--- src/rtl/lin_seq_pkg.sv ---
// Shared types and the checksum helper of the LIN message buffer sequencer.
// Assumes 8-bit bytes; the checksum sum folds the carry back into bit 0.
package lin_seq_pkg;

    typedef enum logic [2:0] {
        ST_IDLE,
        ST_TX_DATA,
        ST_TX_CKS,
        ST_RX_DATA,
        ST_RX_CKS,
        ST_RX_FULL
    } seq_state_t;

    // Add two bytes and feed the carry out of bit 7 back in.
    function automatic logic [7:0] cks_add(input logic [7:0] a, input logic [7:0] b);
        logic [8:0] s;
        s = {1'b0, a} + {1'b0, b};
        return s[7:0] + {7'd0, s[8]};
    endfunction

endpackage

--- src/rtl/lin_msg_buf.sv ---
// Message byte storage: one register per byte, two write sources, two read taps.
// Assumes the receive write has priority and that host writes are refused while
// the sequencer is busy (host_block).
module lin_msg_buf #(
    parameter int BUF_BYTES = 8,
    localparam int IDX_W = $clog2(BUF_BYTES)
) (
    input  logic             clk,
    input  logic             rst_n,
    input  logic             host_we,
    input  logic [IDX_W-1:0] host_idx,
    input  logic [7:0]       host_data,
    input  logic             host_block,
    input  logic             rx_we,
    input  logic [IDX_W-1:0] rx_idx,
    input  logic [7:0]       rx_data,
    input  logic [IDX_W-1:0] tx_idx,
    output logic [7:0]       tx_byte,
    input  logic [IDX_W-1:0] rd_idx,
    output logic [7:0]       rd_byte
);

    logic [7:0] mem [BUF_BYTES];

    for (genvar g = 0; g < BUF_BYTES; g++) begin : g_byte
        // Byte register g: receive data first, then host data when allowed.
        always_ff @(posedge clk) begin
            if (!rst_n) begin
                mem[g] <= 8'h00;
            end else if (rx_we && rx_idx == IDX_W'(g)) begin
                mem[g] <= rx_data;
            end else if (host_we && !host_block && host_idx == IDX_W'(g)) begin
                mem[g] <= host_data;
            end
        end
    end

    // Read taps for the transmit path and the host.
    always_comb begin
        tx_byte = mem[tx_idx];
        rd_byte = mem[rd_idx];
    end

endmodule

--- src/rtl/lin_cks_unit.sv ---
// Running frame checksum accumulator.
// Assumes a seed and an addition may coincide; the addition then applies to the seed.
module lin_cks_unit (
    input  logic       clk,
    input  logic       rst_n,
    input  logic       seed_en,
    input  logic [7:0] seed_val,
    input  logic       add_en,
    input  logic [7:0] add_val,
    output logic [7:0] sum
);
    import lin_seq_pkg::*;

    logic [7:0] base;
    logic [7:0] sum_nxt;

    // Choose the starting point and fold in the new byte.
    always_comb begin
        base    = seed_en ? seed_val : sum;
        sum_nxt = add_en ? cks_add(base, add_val) : base;
    end

    // Hold the accumulated sum.
    always_ff @(posedge clk) begin
        if (!rst_n) sum <= 8'h00;
        else        sum <= sum_nxt;
    end

endmodule

--- src/rtl/lin_seq_ctrl.sv ---
// Chunk sequencer: walks the transmit and receive chunks, steers the buffer and
// checksum, and raises one-cycle completion and error events.
// Assumes chunk parameters are stable in the cycle a chunk opens; they are latched then.
module lin_seq_ctrl #(
    parameter int BUF_BYTES = 8,
    localparam int IDX_W = $clog2(BUF_BYTES)
) (
    input  logic             clk,
    input  logic             rst_n,
    input  logic             tx_start,
    input  logic             tx_abort,
    input  logic [IDX_W-1:0] len_m1,
    input  logic             final_in,
    input  logic             enh_in,
    input  logic [7:0]       prot_id,
    input  logic             ser_ready,
    input  logic             des_valid,
    input  logic [7:0]       des_data,
    input  logic             release_req,
    input  logic [7:0]       tx_byte,
    input  logic [7:0]       sum,
    output logic             ser_valid,
    output logic             sel_cks,
    output logic [IDX_W-1:0] tx_idx,
    output logic             rx_we,
    output logic [IDX_W-1:0] rx_idx,
    output logic             seed_en,
    output logic [7:0]       seed_val,
    output logic             add_en,
    output logic [7:0]       add_val,
    output logic             host_block,
    output logic             ev_tx_cks,
    output logic             ev_tx_nocks,
    output logic             ev_rx_ok,
    output logic             ev_rx_nocks,
    output logic             ev_cks_err,
    output logic             ev_overrun
);
    import lin_seq_pkg::*;

    seq_state_t       state;
    logic [IDX_W-1:0] cnt;
    logic [IDX_W-1:0] len_q;
    logic             fin_q;
    logic             in_frame;

    logic             tx_go, rx_first, tx_xfer, rx_take, rx_last;
    logic [IDX_W-1:0] cur_len;

    // Decode this cycle's transfers and the buffer/checksum steering.
    always_comb begin
        cur_len    = (state == ST_IDLE) ? len_m1 : len_q;
        tx_go      = (state == ST_IDLE) && tx_start;
        rx_first   = (state == ST_IDLE) && !tx_start && des_valid;
        ser_valid  = (state == ST_TX_DATA) || (state == ST_TX_CKS);
        sel_cks    = (state == ST_TX_CKS);
        tx_idx     = cnt;
        tx_xfer    = (state == ST_TX_DATA) && ser_ready && !tx_abort;
        rx_take    = rx_first || ((state == ST_RX_DATA) && des_valid);
        rx_idx     = (state == ST_IDLE) ? '0 : cnt;
        rx_last    = (rx_idx == cur_len);
        rx_we      = rx_take;
        seed_en    = (tx_go || rx_first) && !in_frame;
        seed_val   = enh_in ? prot_id : 8'h00;
        add_en     = tx_xfer || rx_take;
        add_val    = tx_xfer ? tx_byte : des_data;
        host_block = (state != ST_IDLE);
    end

    // State, counters, frame tracking and registered event pulses.
    always_ff @(posedge clk) begin
        if (!rst_n) begin
            state       <= ST_IDLE;
            cnt         <= '0;
            len_q       <= '0;
            fin_q       <= 1'b0;
            in_frame    <= 1'b0;
            ev_tx_cks   <= 1'b0;
            ev_tx_nocks <= 1'b0;
            ev_rx_ok    <= 1'b0;
            ev_rx_nocks <= 1'b0;
            ev_cks_err  <= 1'b0;
            ev_overrun  <= 1'b0;
        end else begin
            ev_tx_cks   <= 1'b0;
            ev_tx_nocks <= 1'b0;
            ev_rx_ok    <= 1'b0;
            ev_rx_nocks <= 1'b0;
            ev_cks_err  <= 1'b0;
            ev_overrun  <= 1'b0;
            case (state)
                ST_IDLE: begin
                    if (tx_go) begin
                        len_q    <= len_m1;
                        fin_q    <= final_in;
                        cnt      <= '0;
                        in_frame <= 1'b1;
                        state    <= ST_TX_DATA;
                    end else if (rx_first) begin
                        len_q    <= len_m1;
                        fin_q    <= final_in;
                        in_frame <= 1'b1;
                        if (rx_last) begin
                            if (final_in) begin
                                state <= ST_RX_CKS;
                            end else begin
                                state       <= ST_RX_FULL;
                                ev_rx_nocks <= 1'b1;
                            end
                        end else begin
                            cnt   <= IDX_W'(1);
                            state <= ST_RX_DATA;
                        end
                    end
                end
                ST_TX_DATA: begin
                    if (tx_abort) begin
                        in_frame <= 1'b0;
                        state    <= ST_IDLE;
                    end else if (ser_ready) begin
                        if (cnt == len_q) begin
                            if (fin_q) begin
                                state <= ST_TX_CKS;
                            end else begin
                                ev_tx_nocks <= 1'b1;
                                state       <= ST_IDLE;
                            end
                        end else begin
                            cnt <= cnt + 1'b1;
                        end
                    end
                end
                ST_TX_CKS: begin
                    if (tx_abort) begin
                        in_frame <= 1'b0;
                        state    <= ST_IDLE;
                    end else if (ser_ready) begin
                        ev_tx_cks <= 1'b1;
                        in_frame  <= 1'b0;
                        state     <= ST_IDLE;
                    end
                end
                ST_RX_DATA: begin
                    if (des_valid) begin
                        if (rx_last) begin
                            if (fin_q) begin
                                state <= ST_RX_CKS;
                            end else begin
                                ev_rx_nocks <= 1'b1;
                                state       <= ST_RX_FULL;
                            end
                        end else begin
                            cnt <= cnt + 1'b1;
                        end
                    end
                end
                ST_RX_CKS: begin
                    if (des_valid) begin
                        if (des_data == ~sum) ev_rx_ok   <= 1'b1;
                        else                  ev_cks_err <= 1'b1;
                        in_frame <= 1'b0;
                        state    <= ST_RX_FULL;
                    end
                end
                ST_RX_FULL: begin
                    if (des_valid)   ev_overrun <= 1'b1;
                    if (release_req) state      <= ST_IDLE;
                end
                default: state <= ST_IDLE;
            endcase
        end
    end

    // the events are mutually exclusive.
    a_r1_one_event: assert property (@(posedge clk) disable iff (!rst_n)
        $onehot0({ev_tx_cks, ev_tx_nocks, ev_rx_ok, ev_rx_nocks, ev_cks_err, ev_overrun}));

    // a non-final chunk ends on its last byte with no checksum byte offered.
    a_r3_nocks_end: assert property (@(posedge clk) disable iff (!rst_n)
        (state == ST_TX_DATA && ser_ready && !tx_abort && cnt == len_q && !fin_q)
        |=> (ev_tx_nocks && !ser_valid));

    // a received checksum byte always yields a verdict.
    a_r6_cks_verdict: assert property (@(posedge clk) disable iff (!rst_n)
        (state == ST_RX_CKS && des_valid) |=> (ev_rx_ok || ev_cks_err));

    // an overrun only follows a byte that hit a full buffer.
    a_r7_overrun_full: assert property (@(posedge clk) disable iff (!rst_n)
        ev_overrun |-> ($past(state) == ST_RX_FULL && $past(des_valid)));

    // an abort never produces a transmit completion.
    a_r8_abort_silent: assert property (@(posedge clk) disable iff (!rst_n)
        (ser_valid && tx_abort) |=> (!ev_tx_cks && !ev_tx_nocks && !ser_valid));

endmodule

--- src/rtl/lin_msgbuf_seq.sv ---
// Top of the LIN message buffer sequencer: buffer, checksum accumulator and
// chunk controller. The transmit checksum byte is the inverted running sum.
// Assumes the serializer and deserializer carry whole bytes.
module lin_msgbuf_seq #(
    parameter int BUF_BYTES = 8,
    localparam int IDX_W = $clog2(BUF_BYTES)
) (
    input  logic             clk,
    input  logic             rst_n,
    input  logic             tx_start,
    input  logic             tx_abort,
    input  logic [IDX_W-1:0] chunk_len_m1,
    input  logic             chunk_final,
    input  logic             cks_enh,
    input  logic [7:0]       prot_id,
    input  logic             host_we,
    input  logic [IDX_W-1:0] host_idx,
    input  logic [7:0]       host_wdata,
    input  logic [IDX_W-1:0] host_rd_idx,
    input  logic             host_rd_en,
    output logic [7:0]       host_rdata,
    output logic             ser_valid,
    input  logic             ser_ready,
    output logic [7:0]       ser_data,
    input  logic             des_valid,
    input  logic [7:0]       des_data,
    output logic             ev_tx_cks,
    output logic             ev_tx_nocks,
    output logic             ev_rx_ok,
    output logic             ev_rx_nocks,
    output logic             ev_cks_err,
    output logic             ev_overrun
);

    logic             sel_cks, rx_we, seed_en, add_en, host_block, release_req;
    logic [IDX_W-1:0] tx_idx, rx_idx;
    logic [7:0]       tx_byte, seed_val, add_val, sum;

    // A read strobe at byte 0 is the release request for a full buffer.
    always_comb begin
        release_req = host_rd_en && (host_rd_idx == '0);
        ser_data    = sel_cks ? ~sum : tx_byte;
    end

    lin_msg_buf #(.BUF_BYTES(BUF_BYTES)) u_buf (
        .clk        (clk),
        .rst_n      (rst_n),
        .host_we    (host_we),
        .host_idx   (host_idx),
        .host_data  (host_wdata),
        .host_block (host_block),
        .rx_we      (rx_we),
        .rx_idx     (rx_idx),
        .rx_data    (des_data),
        .tx_idx     (tx_idx),
        .tx_byte    (tx_byte),
        .rd_idx     (host_rd_idx),
        .rd_byte    (host_rdata)
    );

    lin_cks_unit u_cks (
        .clk      (clk),
        .rst_n    (rst_n),
        .seed_en  (seed_en),
        .seed_val (seed_val),
        .add_en   (add_en),
        .add_val  (add_val),
        .sum      (sum)
    );

    lin_seq_ctrl #(.BUF_BYTES(BUF_BYTES)) u_ctrl (
        .clk         (clk),
        .rst_n       (rst_n),
        .tx_start    (tx_start),
        .tx_abort    (tx_abort),
        .len_m1      (chunk_len_m1),
        .final_in    (chunk_final),
        .enh_in      (cks_enh),
        .prot_id     (prot_id),
        .ser_ready   (ser_ready),
        .des_valid   (des_valid),
        .des_data    (des_data),
        .release_req (release_req),
        .tx_byte     (tx_byte),
        .sum         (sum),
        .ser_valid   (ser_valid),
        .sel_cks     (sel_cks),
        .tx_idx      (tx_idx),
        .rx_we       (rx_we),
        .rx_idx      (rx_idx),
        .seed_en     (seed_en),
        .seed_val    (seed_val),
        .add_en      (add_en),
        .add_val     (add_val),
        .host_block  (host_block),
        .ev_tx_cks   (ev_tx_cks),
        .ev_tx_nocks (ev_tx_nocks),
        .ev_rx_ok    (ev_rx_ok),
        .ev_rx_nocks (ev_rx_nocks),
        .ev_cks_err  (ev_cks_err),
        .ev_overrun  (ev_overrun)
    );

    // a stalled byte stays on offer unchanged.
    a_r1_ser_hold: assert property (@(posedge clk) disable iff (!rst_n)
        (ser_valid && !ser_ready && !tx_abort) |=> (ser_valid && $stable(ser_data)));

endmodule

--- config.mk ---
export PLATFORM = sky130hd
export DESIGN_NAME = lin_msgbuf_seq
export DESIGN_NICKNAME = d
export VERILOG_FILES = /design/src/rtl/lin_seq_pkg.sv /design/src/rtl/lin_msg_buf.sv /design/src/rtl/lin_cks_unit.sv /design/src/rtl/lin_seq_ctrl.sv /design/src/rtl/lin_msgbuf_seq.sv
export SDC_FILE = /design/constraint.sdc
export NUM_CORES = 1
export LEC_CHECK = 0
export BUFFER_PORTS_ARGS = -buffer_cell sky130_fd_sc_hd__buf_2
export CAP_MARGIN = 20
export CORE_MARGIN = 3
export CORE_UTILIZATION = 30
export CTS_CLUSTER_SIZE = 40
export DETAILED_ROUTE_END_ITERATION = 7
export PLACE_DENSITY = 0.51
export SYNTH_ARGS = -nofsm -noshare
export SYNTH_HDL_FRONTEND = slang
export SYNTH_SLANG_ARGS = --single-unit
--- constraint.sdc ---
create_clock -name clk -period 10.75 [get_ports clk]
set_input_delay 1.075 -clock clk [delete_from_list [all_inputs] [get_ports clk]]
set_output_delay 1.075 -clock clk [all_outputs]
set_load 0.02 [all_outputs]
======== Word-level counts from Yosys, hierarchy flattened ========
Memory sizes are Yosys's and may differ from the RTL's. A register that Yosys moved wholly into a read port is not among the register bits.
Cells that the tools add are included.
storage, ports and cells
  bits in registers ....................... 25
  bits in writable memories ............... 64
  input port bits ......................... 43
  output and inout bits ................... 23
  word-level logic and storage cells ...... 253
  memories ................................ 1
memories
  memory     depth  width  read ports  clocked after Yosys merged registers in  wr ports  line               RTL
  u_buf.mem  8      8      2           1                                        8         lin_msg_buf.sv:23  logic [7:0] mem [BUF_BYTES];
operators by class
  add/subtract/negate cells ............... 3
  equal/unequal tests ..................... 36
  multiplexer cells ....................... 130
  bitwise logic cells ..................... 22
  reductions and logical operators ........ 49
operators by type and width
  kind                                           number
  2-to-1 mux 8 bit                               21
  2-to-1 mux 1 bit                               78
  2-to-1 mux 3 bit                               26
  == test 3 bit, second input constant           10
  logical AND 1 bit                              25
  == test 3 x 2 -> 1 bit, second input constant  6
  one-hot mux 3 bit (6 select lines)             1
  inequality test 2 bit, second input constant   8
  bitwise OR 1 bit                               16
  AND reduction 8 bit                            2
  logical NOT 3 bit                              4
  adder 8 x 8 -> 9 bit                           1
  == test 3 x 1 -> 1 bit, second input constant  3
  inequality test 3 bit, second input constant   3
  one-hot mux 3 bit (3 select lines)             1
  adder 8 x 1 -> 8 bit                           1
  == test 8 bit                                  1
  NOT 8 bit                                      1
  == test 3 bit                                  2
  nonzero test 3 bit                             2
  NOT 1 bit                                      5
  AND reduction 5 bit                            1
  OR reduction 5 bit                             1
  logical NOT 1 bit                              4
  13 further kinds                               17

======== Logic depth before layout (Yosys ltp) ========
Gate-level depths: netlist of run 1.
  depth after elaboration ................. 10
  gate-level depth with buffers ........... 20
  depth with buffers taken out ............ 19

======== Hierarchy ========
A second synthesis of run 1 with hierarchy kept.
second synthesis, totals
  cells, all modules ...................... 549
  area, all modules ....................... 6313.6 sq um
modules (own cells, without submodules)
  module          times used  cells each  area each (sq um)  seq. area each (sq um)
  lin_msg_buf     1           276         3965.1             1921.8
  lin_seq_ctrl    1           155         1291.2             340.3
  lin_cks_unit    1           100         920.9              160.2
  lin_msgbuf_seq  1           18          136.4              0.0

======== Least setup slack after synthesis of run 1 ========
OpenSTA, ideal clock, no wires.
  kind .................................... input to register
  from .................................... input port tx_abort
  to ...................................... register u_cks.sum[7]
  library setup time ...................... 84 ps
  data arrival time ....................... 4351 ps
  data required time ...................... 10666 ps
  path slack .............................. 6314 ps
  stages .................................. 18
  path buffers ............................ 1
  cell sequence ........................... nand2b_1 > or2_0 > buf_6 > mux2_2 > ha_1 > inv_1 > fa_1 > nand2b_1 > a21oi_1 > o31a_1 > o21ai_0 > nand2b_1 > ha_1 > nand3b_1 > or3_1 > or3_1 > o21a_1 > o31ai_2
between the ends
  longest elaborated chain between the ends .. 6
  elaborated cells on any way between the ends .. 7
  classes of those cells .................. add/sub (2); mux (2); reduce/logical (3)
RTL lines
  item                   line                  RTL
  from (decl)            lin_msgbuf_seq.sv:11  input logic tx_abort,
  logical NOT 1 bit (*)  lin_seq_ctrl.sv:58    tx_xfer = (state == ST_TX_DATA) && ser_ready && !tx_abort;
  logical AND 1 bit (*)  lin_seq_ctrl.sv:58
  2-to-1 mux 8 bit       lin_seq_ctrl.sv:66    add_val = tx_xfer ? tx_byte : des_data;
  adder 8 x 8 -> 9 bit   lin_seq_pkg.sv:17     s = {1'b0, a} + {1'b0, b};
  adder 8 x 1 -> 8 bit   lin_seq_pkg.sv:18     return s[7:0] + {7'd0, s[8]};
  2-to-1 mux 8 bit (*)   lin_cks_unit.sv:20    sum_nxt = add_en ? cks_add(base, add_val) : base;
  to (signal assigned)   lin_cks_unit.sv:26    else sum <= sum_nxt;
  to (decl)              lin_cks_unit.sv:10    output logic [7:0] sum
Every way passes the cells marked *; elsewhere a longest branch is shown, timed or not.
A chain may end at the register's enable or synchronous reset.

======== Final worst setup path of run 1 ========
  from .................................... register u_ctrl.state[0]
  to ...................................... register u_cks.sum[5]
between the ends
  longest elaborated chain between the ends .. 9
  elaborated cells on any way between the ends .. 18
  classes of those cells .................. add/sub (2); eq/ne (2); mux (3); reduce/logical (11)
RTL lines
  item                             line                                    RTL
  from (decl)                      lin_seq_ctrl.sv:41                      seq_state_t state;
  from (signal assigned)           lin_seq_ctrl.sv:73                      state <= ST_IDLE;
  from (signal assigned)           lin_seq_ctrl.sv:98                      state <= ST_TX_DATA;
  from (signal assigned)           lin_seq_ctrl.sv:105                     state <= ST_RX_CKS;
  logical NOT 3 bit                lin_seq_ctrl.sv:53, lin_seq_ctrl.sv:54
  logical AND 1 bit (2 in series)  lin_seq_ctrl.sv:54                      rx_first = (state == ST_IDLE) && !tx_start && des_valid;
  logical OR 1 bit                 lin_seq_ctrl.sv:63                      seed_en = (tx_go || rx_first) && !in_frame;
  logical AND 1 bit                lin_seq_ctrl.sv:63
  2-to-1 mux 8 bit                 lin_cks_unit.sv:19                      base = seed_en ? seed_val : sum;
  adder 8 x 8 -> 9 bit             lin_seq_pkg.sv:17
  adder 8 x 1 -> 8 bit             lin_seq_pkg.sv:18
  2-to-1 mux 8 bit (*)             lin_cks_unit.sv:20
Marked as above.

==> summary.txt, run 1 <==
Route
  • Initial DRC count: 404
  • DR pass1 iterations: 5
  • ANT nets after route: 0
  • # DRC: 0
  • Total wire length: 19.0 mm
  • Vias/cell: 5.69
  • Avg WL per Cell: 22.3 um
  • Via count: 4842

Logic synthesis
  • Mapped Area: 5990 um2
  • Post-synth top cells: 64 x a22o_1, 64 x edfxtp_1, 51 x nor2_1
  • Netlist cell types: 63
  • Synth area leaders: edfxtp_1 32%, mux4_2 12%, a22o_1 9.4%
  • Syn avg cell area: 11.1 um2
  • Post-Syn Nets: 594
  • Yosys warnings: 0
  • Post-synthesis cell count: 539
  • Top FF cell, synth: edfxtp_1
  • Yosys reg bits: 92
  • Area leader, netlist: edfxtp_1
  • Sequential fraction of the synthesis area: 41.5%
  • Post-synth EDFFs: 64
  • Yosys top cell area share: 32.1%
  • Post-synth ARST share: 0%

Run status
  • Outcome: complete, no violations

Worst setup path
  • R2R Path Start: u_ctrl.state[0]
  • Critical Path End Type: flip-flop
  • Crit-path max FO: 15
  • Worst reg2reg path depth: 18
  • RR Endpoint: u_cks.sum[5]
  • Worst EP required: 11.03 ns
  • R2R Setup Slk: 5.96 ns
  • CP Launch Type: flip-flop
  • Crit Path Class: reg2reg
  • WP data arrival: 5.08 ns

Clock tree
  • Worst-Skew Late Latency: 0.35 ns
  • Clk sinks: 92
  • Clock transition at the registers of the reported paths: 0.06 ns
  • # Post-CTS Setup Buffers: 0
  • Root buffer cell: clkbuf_16
  • Post-CTS resize count: 0
  • H-tree depth: 3
  • Clock buffer count from CTS: 9
  • CTS tree: yes
  • Clk buf depth: 2
  • Hold buffers post-CTS: 0

Finish
  • Filler Cells Inserted: 2017
  • Share of layout cells above drive strength 1: 25.4%
  • Area Overhead vs Synth: 13.7%
  • Ant. Diodes: 0
  • Register Area: 2480 um2
  • Post-Layout Cell Count: 851
  • Multi-input logic area: 3280 um2
  • Final-stage net count: 636

STA
  • Fin. Hold Viols: 0
  • RSZ-0062 raised after global routing: false
  • Final setup violation count: 0
  • Max-slew violations: 0
  • Setup TNS Final: 0 ns
  • Period minus WS final: 4.79 ns
  • Fin crit share: 44.6%
  • Clock Skews: 0.00954 ns
  • Slew @ Worst Pin: 1.01 ns
  • Max Fclk: 209 MHz
  • Slew HR: 32.4%
  • Worst setup margin: 5.96 ns

Job
  • MaxCap Viol Count: 0

Place
  • RD Place Congestion: 0.975
  • Dpl ws: 5.66 ns
  • Port bufs: 65
  • HPWL after DPL: 13.7 mm
  • Placed insts: 831

Floorplanning
  • Die X: 147 um
  • I/O pins: 66
  • Die H: 147 um
  • Initial Utilization: 30.7%
  • Die area: 21700 um2
  • Core ar.: 19500 um2
  • Cell Rows: 51

GRT
  • First-pass GRT wire length: 29.2 mm
  • Remaining Overflow, GRT: 0
  • Number of global-route vias before repair: 4862
  • Initial antenna violation count: 1
  • Gr usage total: 17.6%
  • Largest net degree at the start of global routing: 22

Pwr
  • Sw Ratio: 38.5%
  • Seq pwr share: 33.9%
  • Pwr dens: 208 nW/um2
  • Combinational share of power: 43.5%
  • Sw power: 0.000545 W
  • Worst vdd ir: 0.0000982 V
  • Clock power frac: 22.6%
  • Pleak: 2.60 nW
  • Int Pwr: 0.000871 W

Worst hold path
  • Hold Startpoint: u_ctrl.len_q[1]
  • Hold Path End: u_ctrl.len_q[1]
  • Hold Path Stages: 2
  • Worst hold path type: reg2reg
## state kept, by name (all words and copies together), names as in the netlist, named ones only
register            cells
u_ctrl.state            3
u_ctrl.tx_idx           3
u_ctrl.ev_rx_nocks      1
u_ctrl.ev_overrun       1
u_ctrl.ev_cks_err       1
u_ctrl.ev_rx_ok         1
u_ctrl.ev_tx_nocks      1
u_ctrl.len_q            3
u_ctrl.fin_q            1
u_buf.mem              64
u_ctrl.ev_tx_cks        1
u_ctrl.in_frame         1
u_cks.sum               8
## logic make-up (layout without fill, tap and decap cells)
kind of cell	Yosys count	after routing	share of synthesized area, %
adders and majority gates	12	12	2.63
DFF	92	92	41.5
AOI/OAI and AO/OA	131	131	16.9
buffers and inverters	54	101	3.80
xor gates and xnor gates	20	20	3.16
muxes	65	65	18.1
and+or+nand+nor	165	165	14.0
## how the worst max path moves through the flow
| stage | slack (ns) | to | from |
|---|---|---|---|
| floorplan | 6.31 | u_cks.sum[7] | tx_abort |
| global placement | 5.74 | u_cks.sum[5] | tx_abort |
| detailed placement | 5.66 | u_cks.sum[5] | tx_abort |
| CTS | 6.00 | u_cks.sum[5] | u_ctrl.state[0] |
| global route | 5.58 | u_cks.sum[5] | u_ctrl.state[0] |
| finish | 5.96 | u_cks.sum[5] | u_ctrl.state[0] |
## critical path, stage by stage, from the launching register on
cell and delay, ns:
dfxtp_1 0.63, or3b_4 0.48, or2_0 0.46, mux2_2 0.33, ha_1 0.18, inv_1 0.07, fa_1 0.44, nand2b_1 0.21
a21oi_1 0.20, o31a_1 0.15, o21ai_0 0.07, nand2b_1 0.11, ha_1 0.14, nor2b_1 0.19, nand2_1 0.09, nor3_1 0.35
nand2_1 0.13, xnor3_1 0.35, a21oi_1 0.14
## layer usage
metal,wire length [um],global-route usage [%]
met1,8280,24.2
met2,8910,28.4
met3,1350,3.15
met4,425,5.82
met5,7,0
## metrics by stage
stage | util, % | total power, W | area (um2) | hold WS, ns
2_1_floorplan | - | 0.000932 | 5990 | 0.451
3_3_place_gp | 33.2 | 0.00109 | 6490 | 0.498
3_5_place_dp | 33.2 | 0.00110 | 6490 | 0.515
4_1_cts | 34.7 | 0.00142 | 6780 | 0.534
5_1_grt | 34.9 | 0.00150 | 6810 | 0.545
6_report | 34.9 | 0.00142 | 6810 | 0.530
## cell type report
cell class	count	share of cell area, %
clock inverters	3	0.588
multi-input cells	393	48.1
clock buffers	13	3.68
flip-flops and latches	92	36.5
well taps	265	4.87
inverters	13	0.717
repair buffers	72	5.55
## power by group through the flow
stage | Clock [W] | Combinational, W | Sequential (W)
final | 0.000320 | 0.000616 | 0.000480
after global routing | 0.000340 | 0.000678 | 0.000487
after CTS | 0.000328 | 0.000614 | 0.000479
after detailed placement | 0 | 0.000611 | 0.000486
after global placement | 0 | 0.000610 | 0.000483
after floorplan | 0 | 0.000470 | 0.000461
## cell usage in the layout (no fill, tap or decap), types with 3 or more instances in the layout
cell type	netlist	routed
a21oi_1	20	20
a22o_1	64	64
a311oi_1	5	5
a31oi_1	3	3
and2_1	5	5
buf_2	8	65
buf_4	0	7
clkbuf_1	19	3
clkbuf_16	0	9
dfxtp_1	28	28
edfxtp_1	64	64
ha_1	11	11
inv_1	12	12
mux2_2	24	24
mux2i_1	9	9
mux4_2	32	32
nand2_1	37	37
nand2b_1	7	7
nand3_1	10	10
nand4_1	6	6
nand4b_1	4	4
nor2_1	51	51
nor2b_1	6	6
nor3_1	10	10
nor4_1	3	3
o21a_1	3	3
o21ai_0	11	11
o221ai_1	6	6
or3_1	8	8
xnor2_1	4	4
xor2_1	15	15
(Power assumes the default switching activity.)
==> run 2: changes to the inputs <==
--- a/config.mk
+++ b/config.mk
@@ -5,13 +5,14 @@
 export SDC_FILE = /design/constraint.sdc
 export NUM_CORES = 1
 export LEC_CHECK = 0
+export ABC_AREA = 1
 export BUFFER_PORTS_ARGS = -buffer_cell sky130_fd_sc_hd__buf_2
 export CAP_MARGIN = 20
 export CORE_MARGIN = 3
 export CORE_UTILIZATION = 30
 export CTS_CLUSTER_SIZE = 40
 export DETAILED_ROUTE_END_ITERATION = 7
-export PLACE_DENSITY = 0.51
+export PLACE_DENSITY = 0.53
 export SYNTH_ARGS = -nofsm -noshare
 export SYNTH_HDL_FRONTEND = slang
 export SYNTH_SLANG_ARGS = --single-unit
==> constraint.sdc (replaced) <==
create_clock -name clk -period 4.4 [get_ports clk]
set_input_delay 0.44 -clock clk [delete_from_list [all_inputs] [get_ports clk]]
set_output_delay 0.44 -clock clk [all_outputs]
set_load 0.02 [all_outputs]
==> run 2 against run 1 <==
Net effect:
- die area increased by 0.58%
- clock power increased by 140%
- register-to-register slack got worse by 5.5 ns
- non-clock buffer count increased by 13
- first-iteration DRC count increased by 40%
- critical path type unchanged
==> summary.txt, run 2 <==
Logic synthesis
  • Yosys top cell area share: 31.9%
  • Post-Syn Nets: 856
  • Post-synth ARST share: 0%
  • Area leader, netlist: edfxtp_1
  • Mapped Area: 6020 um2
  • Top FF cell, synth: edfxtp_1
  • Yosys reg bits: 92
  • Sequential fraction of the synthesis area: 41.2%
  • Synth area leaders: edfxtp_1 32%, dfxtp_1 9.3%, o21ai_0 8.7%
  • Post-synth EDFFs: 64
  • Syn avg cell area: 7.52 um2
  • Post-synthesis cell count: 801
  • Post-synth top cells: 133 x nand2_1, 105 x o21ai_0, 92 x inv_1
  • Most common cell in the netlist: nand2_1
  • Netlist cell types: 43
  • Yosys warnings: 0

Worst hold path
  • Hold Path Stages: 3
  • Worst hold path type: in2reg
  • Hold Path End: u_ctrl.len_q[0]
  • Hold Startpoint: chunk_len_m1[0]

Run status
  • Outcome: complete, no violations

Job
  • MaxCap Viol Count: 0

STA
  • Clock Skews: 0.00860 ns
  • Fin. Hold Viols: 0
  • Slew @ Worst Pin: 0.975 ns
  • Max-slew violations: 0
  • Period minus WS final: 3.99 ns
  • Hold WS: 0.407 ns
  • Slew HR: 34.9%
  • Fin crit share: 90.6%
  • Final setup violation count: 0
  • Max Fclk: 251 MHz
  • Worst setup margin: 0.414 ns

Finish
  • Area Overhead vs Synth: 16.2%
  • Fin util: 35.7%
  • Filler Cells Inserted: 2152
  • Final-stage net count: 920
  • Max reg flops: 64
  • Most common cell after layout, fill and taps aside: nand2_1
  • Share of layout cells above drive strength 1: 15.3%
  • Multi-input logic area: 3050 um2
  • Final Cell Area: 7000 um2
  • Top flop regs: u_buf.mem: 64 flops, u_cks.sum: 8 flops
  • Ant. Diodes: 0
  • Most flop-heavy register: u_buf.mem
  • Register Area: 2480 um2
  • Most frequent cells in the layout: 132 x nand2_1, 105 x o21ai_0, 91 x inv_1

Route
  • DR pass1 iterations: 5
  • Initial DRC count: 566
  • Via count: 5966
  • # DRC: 0
  • Total wire length: 21.1 mm
  • Avg WL per Cell: 18.6 um
  • ANT nets after route: 0
  • Vias/cell: 5.26

Worst setup path
  • Crit Path Class: reg2reg
  • WP data arrival: 4.23 ns
  • R2R Setup Slk: 0.41 ns
  • Worst reg2reg path depth: 27
  • Critical Path End Type: flip-flop
  • CP peak stage delay: 0.45 ns
  • RR Endpoint: u_cks.sum[5]
  • Crit-path max FO: 7
  • Worst EP required: 4.65 ns
  • R2R Path Start: u_ctrl.state[1]
  • CP max-delay cell: fa_1
  • CP Launch Type: flip-flop

Place
  • RD Place Congestion: 0.926
  • Dpl ws: 0.270 ns
  • Port bufs: 65
  • HPWL after DPL: 16.4 mm
  • Area post-placement: 6660 um2

Clock tree
  • CTS tree: yes
  • Clock buffer count from CTS: 9
  • Root buffer cell: clkbuf_16
  • Worst-Skew Late Latency: 0.35 ns
  • Clk sinks: 92
  • H-tree depth: 3
  • Clock transition at the registers of the reported paths: 0.07 ns
  • Clk buf depth: 2

Floorplanning
  • Cell Rows: 51
  • Die X: 148 um
  • I/O pins: 66
  • Initial Utilization: 30.8%
  • Die area: 21800 um2
  • Core ar.: 19600 um2
  • Die H: 148 um

GRT
  • Initial antenna violation count: 2
  • First-pass GRT wire length: 32.4 mm
  • Largest net degree at the start of global routing: 39
  • Remaining Overflow, GRT: 0
  • Number of global-route vias before repair: 5601
  • Gr usage total: 19.2%

Pwr
  • Pleak: 2.90 nW
  • Combinational share of power: 49.1%
  • Sw power: 0.00173 W
  • Worst vdd ir: 0.000306 V
  • Sw Ratio: 45.1%
  • Int Pwr: 0.00211 W
  • Pwr dens: 548 nW/um2
  • Clock power frac: 19.7%
  • Seq pwr share: 31.3%
  • Total Power: 0.00384 W
run 2: changes by cell type after synthesis, moves of 11 or more:
cell / delta
nor2_1: +13
mux2_2: -24
nand2_1: +96
a22o_1: -64
o22ai_1: +59
a21oi_1: +44
xor2_1: -11
mux4_2: -32
inv_1: +80
o21ai_0: +94
nand3_1: +54
buf_1: -11
run 2: power by group through the flow:
stage	Clock (W)	Sequential (W)	Combinational [W]
after floorplan	0	0.00116	0.00129
after global placement	0	0.00121	0.00184
after detailed placement	0	0.00121	0.00183
after CTS	0.000763	0.00119	0.00184
after global routing	0.000796	0.00122	0.00211
final	0.000756	0.00120	0.00188
run 2: how the worst max path moves through the flow:
| stage | start | to | cells past startpoint | slack [ns] |
|---|---|---|---|---|
| after CTS | u_ctrl.state[1] | u_cks.sum[5] | 27 | 0.25 |
| final | u_ctrl.state[1] | u_cks.sum[5] | 27 | 0.41 |
| after detailed placement | u_ctrl.state[1] | u_cks.sum[5] | 27 | 0.27 |
| after floorplan | u_ctrl.state[2] | u_cks.sum[6] | 26 | 0.48 |
| after global routing | flip-flop | u_cks.sum[5] | 28 | -0.01 |
| after global placement | u_ctrl.state[1] | u_cks.sum[6] | 27 | 0.24 |
run 2: routing by layer:
layer  global-route usage (%)  part of all wire [%]  vias to the layer above
met3                     4.35                   7.5                       24
met5                        0                  0.16                        -
met1                     27.1                    46                     2769
met4                     3.96                   1.4                        4
met2                     30.2                    45                      248
li1                         -                     -                     2921
run 2: layout make-up:
cell class	instances	share of cell area [%]
multi-input cells	577	43.5
flip-flops and latches	92	35.5
repair buffers	85	6.79
inverters	100	5.41
well taps	265	4.73
clock buffers	11	3.47
clock inverters	5	0.607
run 2: logic make-up (layout without fill, tap and decap cells):
group,after synthesis,count (layout),synth area share [%]
compound gates,254,254,23.4
xor+xnor,16,16,2.33
simple gates,295,295,22.0
buf+inv,132,201,8.41
flops,92,92,41.2
fa+ha+maj,12,12,2.62
run 2: metrics by stage:
| step | std cells | TNS, ns |
|---|---|---|
| 6_report | 1135 | 0 |
| 5_1_grt | 1135 | -0.0108 |
| 4_1_cts | 1130 | 0 |
| 3_5_place_dp | 1114 | 0 |
| 3_3_place_gp | 1114 | 0 |
| 2_1_floorplan | 801 | 0 |
run 2: what timing repair did:
item	4_1_cts	5_1_grt
buffers inserted	0	5
hold buffers	0	0
setup endpoints to repair	0	4
resized for setup	0	6
run 2: worst max-delay path, delay by kind of cell (launching register included):
kind	cells	cell delay (ns)
AO/OA/AOI/OAI	4	0.51
buffers and inverters	6	0.41
adder cells (fa/ha/maj)	3	0.78
AND/OR/NAND/NOR	14	1.83
flip-flops	1	0.36
